## config.mk

```make
export PLATFORM = sky130hd
export DESIGN_NAME = way_victim_sel
export DESIGN_NICKNAME = d
export VERILOG_FILES = /design/src/rtl/vsel_pkg.sv /design/src/rtl/vsel_lfsr.sv /design/src/rtl/vsel_rr_ptr.sv /design/src/rtl/vsel_fold.sv /design/src/rtl/way_victim_sel.sv
export SDC_FILE = /design/constraint.sdc
export NUM_CORES = 1
export LEC_CHECK = 0
export BUFFER_PORTS_ARGS = -buffer_cell sky130_fd_sc_hd__buf_2
export CORE_ASPECT_RATIO = 1.75
export CORE_MARGIN = 1.5
export CORE_UTILIZATION = 30
export DETAILED_ROUTE_END_ITERATION = 6
export PLACE_DENSITY_LB_ADDON = 0.15
export SLEW_MARGIN = 10
export SYNTH_ARGS = -nofsm -noshare
export SYNTH_HDL_FRONTEND = slang
export SYNTH_SLANG_ARGS = --single-unit
```

## constraint.sdc

```tcl
create_clock -name clk -period 3.27 [get_ports clk]
set_input_delay 0.654 -clock clk [delete_from_list [all_inputs] [get_ports clk]]
set_output_delay 0.654 -clock clk [all_outputs]
set_load 0.03 [all_outputs]
```

## src/rtl/vsel_pkg.sv

```systemverilog
package vsel_pkg;

    typedef enum logic {
        SEL_RANDOM = 1'b0,
        SEL_ROUND  = 1'b1
    } sel_mode_e;

endpackage

```

## src/rtl/vsel_lfsr.sv

```systemverilog
module vsel_lfsr #(
    parameter int          W    = 8,
    parameter logic [W-1:0] TAPS = 8'hB8,
    parameter logic [W-1:0] SEED = 8'hA5
) (
    input  logic         clk,
    input  logic         rst_n,
    output logic [W-1:0] state_o
);

    typedef struct packed {
        logic [W-1:0] sr;
    } lfsr_st_t;

    lfsr_st_t st_d, st_q;

    always_comb begin
        st_d    = st_q;
        st_d.sr = {st_q.sr[W-2:0], ^(st_q.sr & TAPS)};
    end

    always_ff @(posedge clk or negedge rst_n) begin
        if (!rst_n) st_q <= '{sr: SEED};
        else        st_q <= st_d;
    end

    assign state_o = st_q.sr;

    // a register that starts non-zero never reaches the all-zero lock-up state
    a_r3_lfsr_nonzero: assert property (@(posedge clk) disable iff (!rst_n)
        st_q.sr != '0);

    // the register shifts on every edge
    a_r3_lfsr_shift: assert property (@(posedge clk) disable iff (!rst_n)
        1'b1 |=> st_q.sr[W-1:1] == $past(st_q.sr[W-2:0]));

endmodule

```

## src/rtl/vsel_rr_ptr.sv

```systemverilog
module vsel_rr_ptr #(
    parameter int IDX_W = 6
) (
    input  logic             clk,
    input  logic             rst_n,
    input  logic             advance_i,
    input  logic [IDX_W-1:0] floor_i,
    output logic [IDX_W-1:0] cur_o
);

    localparam logic [IDX_W-1:0] LAST = '1;

    typedef struct packed {
        logic [IDX_W-1:0] ptr;
    } rr_st_t;

    rr_st_t st_d, st_q;
    logic [IDX_W-1:0] clamped;

    always_comb begin
        clamped = (st_q.ptr < floor_i) ? floor_i : st_q.ptr;
        st_d    = st_q;
        if (advance_i) begin
            st_d.ptr = (clamped == LAST) ? floor_i : clamped + IDX_W'(1);
        end else begin
            st_d.ptr = clamped;
        end
    end

    always_ff @(posedge clk or negedge rst_n) begin
        if (!rst_n) st_q <= '{ptr: '0};
        else        st_q <= st_d;
    end

    assign cur_o = clamped;

    // an in-range pointer below the top steps by exactly one
    a_r5_rr_step: assert property (@(posedge clk) disable iff (!rst_n)
        (advance_i && st_q.ptr >= floor_i && st_q.ptr != LAST)
        |=> st_q.ptr == $past(st_q.ptr) + IDX_W'(1));

    // the wrap from the top way lands on the floor
    a_r5_rr_wrap: assert property (@(posedge clk) disable iff (!rst_n)
        (advance_i && st_q.ptr == LAST) |=> st_q.ptr == $past(floor_i));

    // without a strobe an in-range pointer holds
    a_r5_rr_hold: assert property (@(posedge clk) disable iff (!rst_n)
        (!advance_i && st_q.ptr >= floor_i) |=> $stable(st_q.ptr));

    // a pointer left below a raised floor is pulled up to it
    a_r6_rr_clamp: assert property (@(posedge clk) disable iff (!rst_n)
        (!advance_i && st_q.ptr < floor_i) |=> st_q.ptr == $past(floor_i));

endmodule

```

## src/rtl/vsel_fold.sv

```systemverilog
module vsel_fold #(
    parameter int IDX_W = 6
) (
    input  logic [IDX_W-1:0] raw_i,
    input  logic [IDX_W-1:0] floor_i,
    output logic [IDX_W-1:0] way_o
);

    always_comb begin
        if (raw_i < floor_i) way_o = raw_i | floor_i;
        else                 way_o = raw_i;
    end

endmodule

```

## src/rtl/way_victim_sel.sv

```systemverilog
module way_victim_sel #(
    parameter int          WAYS   = 64,
    parameter int          LFSR_W = 8,
    parameter logic [7:0]  TAPS   = 8'hB8,
    parameter logic [7:0]  SEED   = 8'hA5
) (
    input  logic       clk,
    input  logic       rst_n,
    input  logic       rr_mode,
    input  logic [5:0] lock_floor,
    input  logic       fill_stb,
    output logic [5:0] victim_way
);

    import vsel_pkg::*;

    localparam int IDX_W = $clog2(WAYS);
    localparam logic [IDX_W-1:0] TOP_WAY = IDX_W'(WAYS - 1);

    typedef struct packed {
        sel_mode_e mode;
    } ctl_st_t;

    ctl_st_t ctl_d, ctl_q;

    logic [LFSR_W-1:0] lfsr_state;
    logic [IDX_W-1:0]  rr_way;
    logic [IDX_W-1:0]  rand_way;
    logic              rr_advance;

    always_comb begin
        ctl_d      = ctl_q;
        ctl_d.mode = rr_mode ? SEL_ROUND : SEL_RANDOM;
    end

    always_ff @(posedge clk or negedge rst_n) begin
        if (!rst_n) ctl_q <= '{mode: SEL_RANDOM};
        else        ctl_q <= ctl_d;
    end

    assign rr_advance = fill_stb && (ctl_q.mode == SEL_ROUND);

    vsel_lfsr #(
        .W    (LFSR_W),
        .TAPS (TAPS[LFSR_W-1:0]),
        .SEED (SEED[LFSR_W-1:0])
    ) i_lfsr (
        .clk     (clk),
        .rst_n   (rst_n),
        .state_o (lfsr_state)
    );

    vsel_rr_ptr #(
        .IDX_W (IDX_W)
    ) i_rr (
        .clk       (clk),
        .rst_n     (rst_n),
        .advance_i (rr_advance),
        .floor_i   (lock_floor),
        .cur_o     (rr_way)
    );

    vsel_fold #(
        .IDX_W (IDX_W)
    ) i_fold (
        .raw_i   (lfsr_state[IDX_W-1:0]),
        .floor_i (lock_floor),
        .way_o   (rand_way)
    );

    assign victim_way = (ctl_q.mode == SEL_ROUND) ? rr_way : rand_way;

    // no locked way is ever offered
    a_r6_never_locked: assert property (@(posedge clk) disable iff (!rst_n)
        victim_way >= lock_floor);

    // a floor at the top leaves a single candidate
    a_r7_single_way: assert property (@(posedge clk) disable iff (!rst_n)
        lock_floor == TOP_WAY |-> victim_way == TOP_WAY);

    // the mode seen by the output follows the input one edge later
    a_r2_mode_lag: assert property (@(posedge clk) disable iff (!rst_n)
        1'b1 |=> (ctl_q.mode == SEL_ROUND) == $past(rr_mode));

endmodule

```

==> impl_metrics.ini, run 1 <==
[outcome]
outcome = finished clean

[floorplanning]
pin_count = 16
die_area_sq_um = 4840
die_x_microns = 53.2
std_cell_rows = 31
die_y_microns = 90.9
coreArea_sq_um = 4190
start_util_pct = 31.6

[sta]
worst_slack_ns = 0.0987
period_needed_ns = 3.17
relSlewSlack_pct = 64.5
slew_viol_final = 0
setup_viol = 0
worst_slew_pin_slew_ns = 0.533
fin_skew_ns = 0.00166
period_share_pct = 97.0
timing_hold_violations_final = 0
grt_setup_unrepaired = false
fmax_mhz = 315

[critical_path]
r2r-start = i_rr.st_q[3]
cp_max_fo = 6
rrSetupSlack_ns = 1.09
worstPathRequired_ns = 2.62
r2r-end = i_rr.st_q[0]
crit_path_end_kind = primary output
cp.arrival_ns = 2.52
reg2regPathDepth = 7
path_class = input pin to primary output
start_kind = input pin

[yosys]
ys.flop_type = dfrtp_1
netlist_instances = 151
ys_ff_latch = 15
seq_area_frac_synth_pct = 28.7
synthesis.area_sq_um = 1330
synth_area_leaders = dfrtp_1 21%, ha_1 14%, dfstp_2 7.9%
synth_warnings = 0
synth.avg_cell_area_sq_um = 8.77
ys_async_sr_fraction_pct = 100
synth_top_area_share_pct = 20.8
yosysMostFrequentCell = ha_1
yosysTopAreaCell = dfrtp_1
synthDistinctLibCells = 45
synth_edf_count = 0
yosys-top-cells-count = 15 x ha_1, 13 x inv_1, 11 x a21oi_1, 11 x dfrtp_1, 9 x nand3_1
syn_nets = 176

[place]
dpl.cell_count = 221
port_buffers = 15
place_congestion = 0.885
dp_hpwl_microns = 2970
place_area_sq_um = 1520
dp_slack_ns = 0.0419

[clock_network]
cts.clk_slew.worst_paths_ns = 0.07
clockBufferDepth = 2
cts_max_level = 1
numCtsBuffers = 3
postCtsSetupBuffers = 0
cts_root_buffer = clkbuf_8
clock-sinks = 15
cts_tree = done
ctsHoldBuffers = 0
insertion_delay_ns = 0.25

[global_route]
grt_pass1_wl_microns = 6120
grt_max_degree = 19
antenna_found_initial = 0
grt-ovfl-total = 0
grt_pass1_vias = 1296
grt_usage_pct = 17.0

[pwr]
powerDensity_nw_per_um2 = 654
p_leak_nw = 0.677
p_total_mw = 1.04
vdd_ir_drop_max_v = 0.000286

[cells_and_area]
drive_above_1_share_pct = 27.3
area_growth_pct = 20.5
final_cells = 225
n_antenna_cell = 0
fin_nets = 202
finish.instance_area_sq_um = 1600

[detailed_routing]
vias = 1264
wl_microns = 3760
dr.pass1.iters = 5
post_drt_wl_per_cell_microns = 16.7
drc_errors = 0
drt_iter0_markers = 35
vias_per_cell = 5.62
postRouteAntennaNets = 0

[worst_hold_path]
hp-class = input pin to async pin

[run]
timing.max_cap.violations = 0
## worst max-delay path, cell delays in order
cell	delay, ns
buf_2	0.14
inv_1	0.10
ha_1	0.34
nand4_2	0.15
nor3b_4	0.26
nor2_4	0.05
mux2_4	0.31
a221o_1	0.34
buf_4	0.17
## area by class of cell
class                      count  area, sq um
fill                         443         2590
tap                           49         61.3
clock buffer                   3         41.3
timing repair buffer          27          170
inverter                      13         48.8
clock inverter                 1         5.00
multi-input combinational    117          890
sequential                    15          380
## metal layers
| metal | wire [microns] | up-vias | global-route usage (%) |
|---|---|---|---|
| li1 | - | 621 | - |
| met1 | 1470 | 606 | 19.2 |
| met2 | 2120 | 30 | 29.2 |
| met3 | 113 | 7 | 2.48 |
| met4 | 61 | 0 | 8.76 |
| met5 | 0 | - | 0 |
## where the power goes
part / internal [mW] / switching, mW / total [mW]
clock network: 0.0846 / 0.0764 / 0.161
logic: 0.257 / 0.352 / 0.609
registers: 0.225 / 0.0493 / 0.274
## what timing repair did
| action | 4_1_cts | 5_1_grt |
|---|---|---|
| endpoints found under the hold margin | 0 | 0 |
| resized for setup | 0 | 12 |
| setup endpoints to repair | 0 | 6 |
## flip-flops by register name, summed over array words and instances (netlist names)
register and cells:
i_lfsr.state_o 8, i_rr.st_q 6, ctl_q 1
## per-stage QoR
| stage | hold slack, ns | utilization, % | setup TNS (ns) |
|---|---|---|---|
| global placement | 0.346 | 36.4 | 0 |
| finish | 0.308 | 38.1 | 0 |
| floorplan | 0.333 | - | -0.778 |
| detailed placement | 0.339 | 36.4 | 0 |
| CTS | 0.318 | 37.5 | 0 |
| global route | 0.328 | 38.1 | 0 |
## cell usage in the layout (no fill, tap or decap), drive strengths merged, types with 2 or more instances in the layout
cell    instances
a21boi          2
or3             2
nand3           9
nand4           5
o21a            3
xnor2           2
nor2b           3
clkbuf          3
nor2            7
nor3            5
o311ai          4
o221a           2
buf            27
nor4            2
inv            13
ha             15
dfrtp          11
nor3b           3
and4            4
o21ai           7
nand2           8
a211oi          3
o211ai          6
dfstp           4
a21oi          11
## how the worst max path moves through the flow
stage | start | to | slack (ns)
floorplan | lock_floor[2] | victim_way[0] | -0.26
global placement | lock_floor[5] | victim_way[1] | 0.08
detailed placement | lock_floor[2] | victim_way[0] | 0.04
CTS | lock_floor[2] | victim_way[0] | 0.03
global route | lock_floor[3] | victim_way[1] | 0.002
finish | lock_floor[4] | victim_way[1] | 0.1
## cells by family (layout without fill, tap and decap cells)
family | count (synthesis) | after routing | share of synthesized area, %
xor gates and xnor gates | 3 | 3 | 1.98
buffers and inverters | 19 | 44 | 5.76
AOI/OAI and AO/OA | 45 | 45 | 23.9
adders and majority gates | 15 | 15 | 14.2
DFF | 15 | 15 | 28.7
and+or+nand+nor | 52 | 52 | 23.6
muxes | 2 | 2 | 1.89
No activity file was read; power rests on OpenSTA's default activity.
==> run 2: changes to the inputs <==
==> constraint.sdc (replaced) <==
create_clock -name clk -period 3.27 [get_ports clk]
set_input_delay 0.327 -clock clk [delete_from_list [all_inputs] [get_ports clk]]
set_output_delay 0.327 -clock clk [all_outputs]
set_load 0.03 [all_outputs]
==> run 2 against run 1 <==
First-iteration DRC count grew 5.7%. Global-route usage is 0.86 points higher. Register-to-register slack worse by 0.02 ns. Clock-buffer cell count up 1. Via count decreased by 1.0%. Critical path depth fell by 2. Hold slack worse by 0.13 ns. Largest cell class unchanged. Highest routed layer unchanged.
==> impl_metrics.ini, run 2 (synthesis gave the netlist of run 1 again) <==
[cells_and_area]
n_antenna_cell = 0
multi_input_area_sq_um = 868
fin_nets = 193
most-common-layout-cells = 15 x ha_1, 15 x buf_2, 13 x inv_1, 11 x a21oi_1, 11 x dfrtp_1
finish.instance_area_sq_um = 1500
seq_area_sq_um = 380
fillCellCount = 452
largest_register_ffs = 8
drive_above_1_share_pct = 18.6
area_growth_pct = 13.5

[critical_path]
rrSetupSlack_ns = 1.07
start_kind = flip-flop
path_class = flip-flop to primary output
cp.arrival_ns = 2.52
cp_max_fo = 10
reg2regPathDepth = 6
r2r-end = i_rr.st_q[0]
crit_end = victim_way[1]
crit_path_start = i_rr.st_q[2]
worstPathRequired_ns = 2.94
crit_path_end_kind = primary output
r2r-start = i_rr.st_q[3]

[floorplanning]
start_util_pct = 31.6
pin_count = 16
die_y_microns = 90.9
die_x_microns = 53.2
coreArea_sq_um = 4190
std_cell_rows = 31
die_area_sq_um = 4840

[global_route]
grt_pass1_vias = 1296
grt_pass1_wl_microns = 6310
antenna_found_initial = 0
grt-ovfl-total = 0
grt_usage_pct = 17.9
grt_max_degree = 19

[detailed_routing]
post_drt_wl_per_cell_microns = 17.6
wl_microns = 3800
vias = 1251
drt_iter0_markers = 37
postRouteAntennaNets = 0
vias_per_cell = 5.79
drc_errors = 0
dr.pass1.iters = 4

[clock_network]
insertion_delay_ns = 0.25
clockBufferDepth = 2
cts_tree = done
numCtsBuffers = 3
cts_max_level = 1
clock-sinks = 15
cts.clk_slew.worst_paths_ns = 0.07
cts_root_buffer = clkbuf_8

[sta]
final.setup.tns_ns = 0
setup_viol = 0
slew_viol_final = 0
worst_slack_ns = 0.427
worst_slew_pin_slew_ns = 0.531
timing_hold_violations_final = 0
relSlewSlack_pct = 64.6
hold_ws_ns = 0.179
fmax_mhz = 352
period_share_pct = 86.9
fin_skew_ns = 0.00386
grt_setup_unrepaired = false
period_needed_ns = 2.84

[place]
dp_slack_ns = 0.581
port_buffers = 15
place_area_sq_um = 1450
dp_hpwl_microns = 2990
place_congestion = 0.876

[pwr]
vdd_ir_drop_max_v = 0.000310
powerDensity_nw_per_um2 = 651
p_leak_nw = 0.627

[worst_hold_path]
hp-class = input pin to flip-flop

[run]
timing.max_cap.violations = 0

[outcome]
outcome = finished clean
run 2: what timing repair did:
| action | in CTS | in global routing |
|---|---|---|
| gates resized for setup | 0 | 0 |
| buffers inserted | 0 | 0 |
| endpoints found under the setup margin | 0 | 0 |
| endpoints found under the hold margin | 11 | 0 |
| hold buffers | 1 | 0 |
run 2: worst min path at each step:
stage	from	depth (start not counted)	to	slack (ns)
after floorplan	rst_n	0	ctl_q	0.03
after global placement	rst_n	1	i_lfsr.state_o[6]	0.27
after detailed placement	rst_n	1	i_lfsr.state_o[6]	0.27
after CTS	rr_mode	1	ctl_q	0.18
after global routing	rr_mode	1	ctl_q	0.18
final	rr_mode	1	ctl_q	0.18
run 2: layout make-up:
type                            instances  area share, %
Clock buffer                            4           3.00
Inverter                               13           3.24
Multi-Input combinational cell        117           57.7
Sequential cell                        15           25.3
Tap cell                               49           4.08
Timing Repair Buffer                   18           6.66
run 2: power by group:
group	total, mW	internal (mW)	leakage, nW	switching (mW)
Sequential	0.291	0.225	0.178	0.0658
Combinational	0.532	0.210	0.426	0.323
Clock	0.156	0.0863	0.0228	0.0694
Total	0.979	0.521	0.627	0.458
run 2: critical path: stages (launching register included):
cell     delay (ns)
dfrtp_1        0.50
ha_1           0.39
nand4_2        0.14
nor3b_4        0.35
nor2_4         0.06
mux2_4         0.31
a221o_1        0.34
buf_2          0.18
run 2: metal layers:
metal / track usage, % / vias to the layer above / part of all wire, %
met2: 30.3 / 30 / 55
met4: 9.83 / 0 / 3.9
met5: 0 / - / 0
li1: - / 609 / -
met1: 20.6 / 602 / 37
met3: 1.99 / 10 / 3.3
run 2: metrics by stage:
stage / std cells / power (mW) / util, %
CTS: 216 / 0.979 / 35.9
detailed placement: 211 / 0.816 / 34.6
global route: 216 / 1.05 / 35.9
finish: 216 / 0.979 / 35.9
floorplan: 151 / 0.678 / -
global placement: 211 / 0.813 / 34.6
==> run 3: changes to the inputs <==
--- a/config.mk
+++ b/config.mk
@@ -10,7 +10,7 @@
 export CORE_MARGIN = 1.5
 export CORE_UTILIZATION = 30
 export DETAILED_ROUTE_END_ITERATION = 6
-export PLACE_DENSITY_LB_ADDON = 0.15
+export PLACE_DENSITY = 0.52
 export SLEW_MARGIN = 10
 export SYNTH_ARGS = -nofsm -noshare
 export SYNTH_HDL_FRONTEND = slang
==> run 3 against run 2 <==
Wire length shrank 5.3%. Worst setup slack lost 0.021 ns. Critical path depth grew 1. Global-route usage shrank 0.92 points. Largest power group unchanged. Cell area is the same. Sequential power is essentially flat. Hold slack gained 0.0019 ns. Utilization is the same. Non-clock buffer count is the same. Die area is the same.
==> impl_metrics.ini, run 3 (synthesis gave the netlist of run 1 again) <==
[outcome]
outcome = finished clean

[floorplanning]
std_cell_rows = 31
die_area_sq_um = 4840
start_util_pct = 31.6
pin_count = 16
die_x_microns = 53.2
die_y_microns = 90.9
coreArea_sq_um = 4190

[sta]
fmax_mhz = 349
period_needed_ns = 2.86
worst_slack_ns = 0.406
worst_slew_pin_slew_ns = 0.530
grt_setup_unrepaired = false
timing_hold_violations_final = 0
relSlewSlack_pct = 64.7
final.setup.tns_ns = 0
slew_viol_final = 0
setup_viol = 0
fin_skew_ns = 0.00160
period_share_pct = 87.6
hold_ws_ns = 0.181

[cells_and_area]
most-common-layout-cells = 15 x ha_1, 15 x buf_2, 13 x inv_1, 11 x a21oi_1, 11 x dfrtp_1
area_growth_pct = 13.5
final_util_pct = 35.9
fillCellCount = 446
n_antenna_cell = 0
fin_nets = 193
drive_above_1_share_pct = 18.6
largest_register_ffs = 8
finish.instance_area_sq_um = 1500
final_cells = 216

[clock_network]
cts_tree = done
cts.clk_slew.worst_paths_ns = 0.07
clockBufferDepth = 2
cts_max_level = 1
clock-sinks = 15
cts_root_buffer = clkbuf_8
cts_resized = 0
numCtsBuffers = 3
postCtsSetupBuffers = 0
insertion_delay_ns = 0.25

[worst_hold_path]
hp-class = input pin to flip-flop

[critical_path]
start_kind = flip-flop
reg2regPathDepth = 6
crit_path_start = i_rr.st_q[5]
cp.arrival_ns = 2.54
r2r-end = i_rr.st_q[0]
crit_path_end_kind = primary output
cp_max_fo = 14
crit_end = victim_way[4]
worstPathRequired_ns = 2.94
path_class = flip-flop to primary output
rrSetupSlack_ns = 1.02
r2r-start = i_rr.st_q[5]

[global_route]
grt-ovfl-total = 0
antenna_found_initial = 0
grt_pass1_vias = 1288
grt_max_degree = 19
grt_usage_pct = 17.0
grt_pass1_wl_microns = 6150

[pwr]
p_total_mw = 0.972
powerDensity_nw_per_um2 = 646
vdd_ir_drop_max_v = 0.000258
p_leak_nw = 0.627

[place]
dp_slack_ns = 0.558
dpl.cell_count = 211
place_area_sq_um = 1450
place_congestion = 0.844
dp_hpwl_microns = 2830
port_buffers = 15

[detailed_routing]
postRouteAntennaNets = 0
post_drt_wl_per_cell_microns = 16.7
vias_per_cell = 5.80
drc_errors = 0
dr.pass1.iters = 4
vias = 1253
drt_iter0_markers = 34
wl_microns = 3600

[run]
timing.max_cap.violations = 0
run 3: cell counts in the layout (fill, tap and decap cells not counted):
No cell type changed its count.
run 3: worst min-delay path by stage:
stage	from	endpoint	slack, ns	depth (start not counted)
floorplan	rst_n	ctl_q	0.03	0
global placement	rst_n	i_rr.st_q[1]	0.27	1
CTS	rr_mode	ctl_q	0.17	1
global route	rr_mode	ctl_q	0.17	1
detailed placement	rst_n	i_rr.st_q[1]	0.27	1
finish	rr_mode	ctl_q	0.18	1
run 3: cell type report:
type	count	area (sq um)	area share (%)
clock buffer	4	45.0	3.00
inverter	13	48.8	3.24
multi-input combinational	117	868	57.7
sequential	15	380	25.3
tap	49	61.3	4.08
timing repair buffer	18	100	6.66
run 3: power by group:
group | switching (mW) | internal [mW]
registers | 0.0628 | 0.225
clock network | 0.0693 | 0.0863
logic | 0.319 | 0.210
run 3: layer usage:
metal | global-route usage (%) | routed length (microns) | vias up
met5 | 0 | 0 | -
met4 | 8.33 | 96 | 0
met3 | 1.99 | 77 | 7
met2 | 29.0 | 2000 | 20
met1 | 19.7 | 1430 | 618
li1 | - | - | 608
run 3: worst max-delay path, cell delays in order, from the launching register on:
cell and delay, ns:
dfrtp_1 0.44, ha_1 0.36, a21oi_1 0.30, o21ai_2 0.19
nor2_4 0.16, buf_4 0.22, mux2i_1 0.30, o211ai_1 0.12
buf_2 0.19
run 3: repair_timing:
item / 4_1_cts / 5_1_grt
endpoints found under the setup margin: 0 / 0
hold buffers: 1 / 0
endpoints found under the hold margin: 11 / 0
